### config.mk
export PLATFORM = sky130hd
export DESIGN_NAME = paddle_session_ctrl
export DESIGN_NICKNAME = d
export VERILOG_FILES = /design/src/rtl/paddle_session_pkg.sv /design/src/rtl/bcd_score_counter.sv /design/src/rtl/pause_timer.sv /design/src/rtl/ball_budget.sv /design/src/rtl/session_fsm.sv /design/src/rtl/paddle_session_ctrl.sv
export SDC_FILE = /design/constraint.sdc
export NUM_CORES = 1
export LEC_CHECK = 0
export ABC_AREA = 1
export BUFFER_PORTS_ARGS = -buffer_cell sky130_fd_sc_hd__buf_2
export CAP_MARGIN = 20
export CORE_UTILIZATION = 50
export CTS_CLUSTER_SIZE = 24
export DETAILED_ROUTE_END_ITERATION = 8
export MAX_ROUTING_LAYER = met4
export PLACE_DENSITY = 0.74
export SYNTH_ARGS = -nofsm -noshare
export SYNTH_HDL_FRONTEND = slang
export SYNTH_HIERARCHICAL = 1
export SYNTH_SLANG_ARGS = --single-unit
### constraint.sdc
create_clock -name clk -period 1.45 [get_ports clk]
set_input_delay 0.3625 -clock clk [delete_from_list [all_inputs] [get_ports clk]]
set_output_delay 0.3625 -clock clk [all_outputs]
set_load 0.05 [all_outputs]
### src/rtl/paddle_session_pkg.sv
package paddle_session_pkg;

  typedef enum logic [2:0] {
    ST_RULES = 3'd0,
    ST_READY = 3'd1,
    ST_PLAY  = 3'd2,
    ST_PAUSE = 3'd3,
    ST_OVER  = 3'd4
  } sess_state_t;

  localparam logic [3:0] BCD_MAX = 4'd9;

  // next value of one decimal digit
  function automatic logic [3:0] bcd_step(input logic [3:0] d);
    return (d >= BCD_MAX) ? 4'd0 : d + 4'd1;
  endfunction

  // digit rolls over on this step
  function automatic logic bcd_rolls(input logic [3:0] d);
    return (d >= BCD_MAX);
  endfunction

endpackage

### src/rtl/bcd_score_counter.sv
module bcd_score_counter #(
  parameter int NUM_DIGITS = 2
) (
  input  logic                    clk,
  input  logic                    rst_n,
  input  logic                    clr,
  input  logic                    inc,
  output logic [NUM_DIGITS*4-1:0] digits
);
  import paddle_session_pkg::*;

  logic [NUM_DIGITS:0] carry;
  assign carry[0] = inc;

  for (genvar i = 0; i < NUM_DIGITS; i++) begin : g_digit
    logic [3:0] d_q;
    assign carry[i+1] = carry[i] & bcd_rolls(d_q);
    assign digits[i*4 +: 4] = d_q;

    always_ff @(posedge clk) begin
      if (!rst_n || clr) d_q <= 4'd0;
      else if (carry[i]) d_q <= bcd_step(d_q);
    end
  end

endmodule

### src/rtl/pause_timer.sv
module pause_timer #(
  parameter int PAUSE_TICKS = 120
) (
  input  logic clk,
  input  logic rst_n,
  input  logic start,
  input  logic tick,
  output logic done
);
  localparam int CW = $clog2(PAUSE_TICKS + 1);

  logic [CW-1:0] cnt_q;

  always_ff @(posedge clk) begin
    if (!rst_n) cnt_q <= '0;
    else if (start) cnt_q <= CW'(PAUSE_TICKS);
    else if (tick && cnt_q != '0) cnt_q <= cnt_q - 1'b1;
  end

  assign done = (cnt_q == '0);

endmodule

### src/rtl/ball_budget.sv
module ball_budget #(
  parameter int BALLS = 3
) (
  input  logic                         clk,
  input  logic                         rst_n,
  input  logic                         reload,
  input  logic                         take,
  output logic [$clog2(BALLS+1)-1:0]   left,
  output logic                         last
);
  localparam int BW = $clog2(BALLS + 1);

  logic [BW-1:0] cnt_q;

  always_ff @(posedge clk) begin
    if (!rst_n || reload) cnt_q <= BW'(BALLS);
    else if (take && cnt_q != '0) cnt_q <= cnt_q - 1'b1;
  end

  assign left = cnt_q;
  assign last = (cnt_q == BW'(1));

endmodule

### src/rtl/session_fsm.sv
module session_fsm (
  input  logic                            clk,
  input  logic                            rst_n,
  input  logic                            any_btn,
  input  logic                            hit,
  input  logic                            miss,
  input  logic                            timer_done,
  input  logic                            last_ball,
  output paddle_session_pkg::sess_state_t state,
  output logic                            sess_start,
  output logic                            score_inc,
  output logic                            ball_take,
  output logic                            timer_start
);
  import paddle_session_pkg::*;

  sess_state_t state_q, state_d;

  always_comb begin
    state_d     = state_q;
    sess_start  = 1'b0;
    score_inc   = 1'b0;
    ball_take   = 1'b0;
    timer_start = 1'b0;
    unique case (state_q)
      ST_RULES, ST_READY: begin
        if (any_btn) begin
          sess_start = 1'b1;
          state_d    = ST_PLAY;
        end
      end
      ST_PLAY: begin
        score_inc = hit;
        if (miss) begin
          ball_take   = 1'b1;
          timer_start = 1'b1;
          state_d     = last_ball ? ST_OVER : ST_PAUSE;
        end
      end
      ST_PAUSE: begin
        if (timer_done) state_d = ST_PLAY;
      end
      ST_OVER: begin
        if (timer_done && any_btn) state_d = ST_READY;
      end
      default: state_d = ST_RULES;
    endcase
  end

  always_ff @(posedge clk) begin
    if (!rst_n) state_q <= ST_RULES;
    else state_q <= state_d;
  end

  assign state = state_q;

endmodule

### src/rtl/paddle_session_ctrl.sv
module paddle_session_ctrl #(
  parameter int NUM_DIGITS  = 2,
  parameter int BALLS       = 3,
  parameter int PAUSE_TICKS = 120
) (
  input  logic                       clk,
  input  logic                       rst_n,
  input  logic                       btn_left,
  input  logic                       btn_right,
  input  logic                       hit_pulse,
  input  logic                       miss_pulse,
  input  logic                       frame_tick,
  output logic                       gfx_freeze,
  output logic                       show_rules,
  output logic                       show_over,
  output logic [NUM_DIGITS*4-1:0]    score_bcd,
  output logic [$clog2(BALLS+1)-1:0] balls_left
);
  import paddle_session_pkg::*;

  sess_state_t state;
  logic any_btn, last_ball;

  // named events, observed by the checker
  logic start_evt, hit_evt, miss_evt, timer_done;
  logic in_play, in_pause, in_over;

  assign any_btn = btn_left | btn_right;

  session_fsm u_fsm (
    .clk         (clk),
    .rst_n       (rst_n),
    .any_btn     (any_btn),
    .hit         (hit_pulse),
    .miss        (miss_pulse),
    .timer_done  (timer_done),
    .last_ball   (last_ball),
    .state       (state),
    .sess_start  (start_evt),
    .score_inc   (hit_evt),
    .ball_take   (miss_evt),
    .timer_start ()
  );

  pause_timer #(.PAUSE_TICKS(PAUSE_TICKS)) u_timer (
    .clk   (clk),
    .rst_n (rst_n),
    .start (miss_evt),
    .tick  (frame_tick),
    .done  (timer_done)
  );

  bcd_score_counter #(.NUM_DIGITS(NUM_DIGITS)) u_score (
    .clk    (clk),
    .rst_n  (rst_n),
    .clr    (start_evt),
    .inc    (hit_evt),
    .digits (score_bcd)
  );

  ball_budget #(.BALLS(BALLS)) u_balls (
    .clk    (clk),
    .rst_n  (rst_n),
    .reload (start_evt),
    .take   (miss_evt),
    .left   (balls_left),
    .last   (last_ball)
  );

  assign in_play    = (state == ST_PLAY);
  assign in_pause   = (state == ST_PAUSE);
  assign in_over    = (state == ST_OVER);
  assign gfx_freeze = ~in_play;
  assign show_rules = (state == ST_RULES);
  assign show_over  = in_over;

endmodule

==> results.json <==
{
  "cap_violations": 0,
  "rows": 18,
  "die_height_um": 54.3,
  "skew_ns": 0.00139,
  "layout-drive-gt1-share": 0.361,
  "worstHoldPathCells": 3,
  "cts_num_sinks": 20,
  "wl_per_cell_um": 10.9,
  "nFillCells": 246,
  "cp.arrival_ns": 1.07,
  "fmax_mhz": 700,
  "cts_root_buffer": "clkbuf_4",
  "dieWidth_um": 54.3,
  "min_from": "rst_n",
  "crit_required_ns": 1.09,
  "cts.clk_slew.worst_paths_ns": 0.12,
  "r2r_slack_ns": 0.06,
  "rsz0062_at_grt": "true",
  "p_total_mw": 2.27,
  "crit_path_cell_trace": "inv_2 > nand2_2 > nor2_2 > buf_6",
  "path_buf_inv": 2,
  "tightest_slew_ns": 0.368,
  "critPathMaxFanout": 5,
  "gr-usage-all-layers": 0.220,
  "postLayoutCellArea_sq_um": 1660,
  "fin_nets": 248,
  "finalSetupTns_ns": 0,
  "r2r_start": "u_timer/cnt_q[1]$_SDFFE_PP0P_",
  "first_pass_iters": 4,
  "finalCriticalPeriod_ns": 1.43,
  "cts_made_buffers": 3,
  "ant_nets": 0,
  "port_buffers": 19,
  "hold_path.class": "in2reg",
  "crit_path_end_kind": "output port",
  "grt_pass1_vias": 1169,
  "hold_buffers": 0,
  "clk_latency_ns": 0.30,
  "htree_levels": 1,
  "status": "complete, no violations",
  "crit_type": "reg2out",
  "grt_use_met2": 0.402,
  "timing.rr.end": "u_fsm/state[0]$_SDFFE_PN0P_",
  "yosys_warnings": 6,
  "dp_hpwl_um": 2200,
  "finalHoldViolCount": 0,
  "p_leak_nw": 0.900,
  "multi_input_area_sq_um": 821,
  "area_delta_synth_final_pct": 21.6,
  "vias_per_cell": 5.08,
  "core-area_sq_um": 2520,
  "netlist_instances": 199,
  "cellPowerDensity_nw_per_um2": 1370,
  "setup_viol": 0,
  "initial_core_util": 0.542,
  "max-vdd-ir-drop_mv": 1.03,
  "synth_nets": 216,
  "cts_buffer_depth": 2,
  "seqCellArea_sq_um": 417,
  "fin_util": 0.659,
  "final_max_slew_viol_count": 0,
  "fin_crit_sh": 0.985,
  "grt_max_degree": 12,
  "max_slew_margin": 0.752,
  "cts_tree": "yes",
  "slowest_delay_ns": 0.37,
  "crit_start": "u_fsm/state[0]$_SDFFE_PN0P_",
  "die_area_sq_um": 2950,
  "met1_usage": 0.225,
  "cp_slowest_cell": "dfxtp_2",
  "holdPathEnd": "u_fsm/state[0]$_SDFFE_PN0P_",
  "ioPinCount": 20,
  "antenna_found_initial": 0,
  "place.gp.congestion": 0.828,
  "grt_pass1_wl_um": 4550,
  "dpl-instance-area_sq_um": 1550,
  "crit_family": "flip-flops",
  "wirelength_um": 2830,
  "grt.busiest_layer": "met2",
  "n_antenna_cell": 0,
  "grtUsageMet3": 0.0611,
  "avgSynthCellArea_sq_um": 6.87,
  "overflow": 0,
  "drc": 0,
  "start_kind": "register",
  "rr_worst_depth": 13,
  "vias": 1320,
  "syn_area_sq_um": 1370,
  "drtIter0Drc": 17
}
routing by layer:
layer  wire length (um)  up-vias  share of wire
met5                  0        -              0
met4                 18        0         0.0064
met3                111        2          0.039
met2               1460       26           0.52
met1               1240      607           0.44
li1                   -      685              -
report_power, final:
part,internal [mW],total [mW],switching [mW]
clock network,0.153,0.329,0.176
registers,0.644,0.755,0.111
logic,0.475,1.19,0.714
total,1.27,2.27,1.00
stage by stage:
step           cells  setup WS [ns]  hold WS [ns]
6_report         260         0.0224         0.349
5_1_grt          260        -0.0505         0.335
4_1_cts          258         0.0111         0.336
3_5_place_dp     254         0.0321         0.485
3_3_place_gp     254         0.0524         0.473
2_1_floorplan    199         0.0130         0.460
placed cells by master, fill, tap and decap left out, drive strengths merged:
cell type,instances
a21boi,1
a21oi,4
nor2,28
o21ai,6
mux2i,1
inv,44
buf,28
ha,10
or2,1
o21bai,1
nor3,1
xor2,2
dfxtp,20
clkbuf,4
nand3,19
a211oi,1
nand2,49
nor3b,1
nand3b,1
nand4,8
state kept, by name (all words and copies together), names as in the netlist:
name and cells:
u_score/g_digit.d_q 8, u_fsm/state 3, u_balls/left 2, u_timer/cnt_q 7
worst max-delay path by stage:
stage                                                   to  cells after the start
finish                                          show_rules                      4
global route                                    show_rules                      4
CTS                                             show_rules                      4
detailed placement  u_score/g_digit[1].d_q[3]$_SDFFE_PP0P_                      9
global placement    u_score/g_digit[1].d_q[3]$_SDFFE_PP0P_                      9
floorplan           u_score/g_digit[1].d_q[1]$_SDFFE_PP0P_                     10
cell type report:
class                           count  share of cell area
Timing Repair Buffer               28               0.111
Inverter                           44              0.0994
Tap cell                           30              0.0226
Clock buffer                        4              0.0218
Multi-Input combinational cell    134               0.494
Sequential cell                    20               0.251
what timing repair did:
| action | CTS | global route |
|---|---|---|
| gates resized for setup | 8 | 16 |
| setup buffers | 0 | 2 |
| cloned | 0 | 0 |
| pin swaps | 0 | 8 |
| endpoints found under the setup margin | 3 | 13 |
tightest hold or removal path: stages:
cell and delay, ns:
buf_2 0.15, o21ai_2 0.07, nor2_1 0.04
Power figures use the tool's default switching activity.
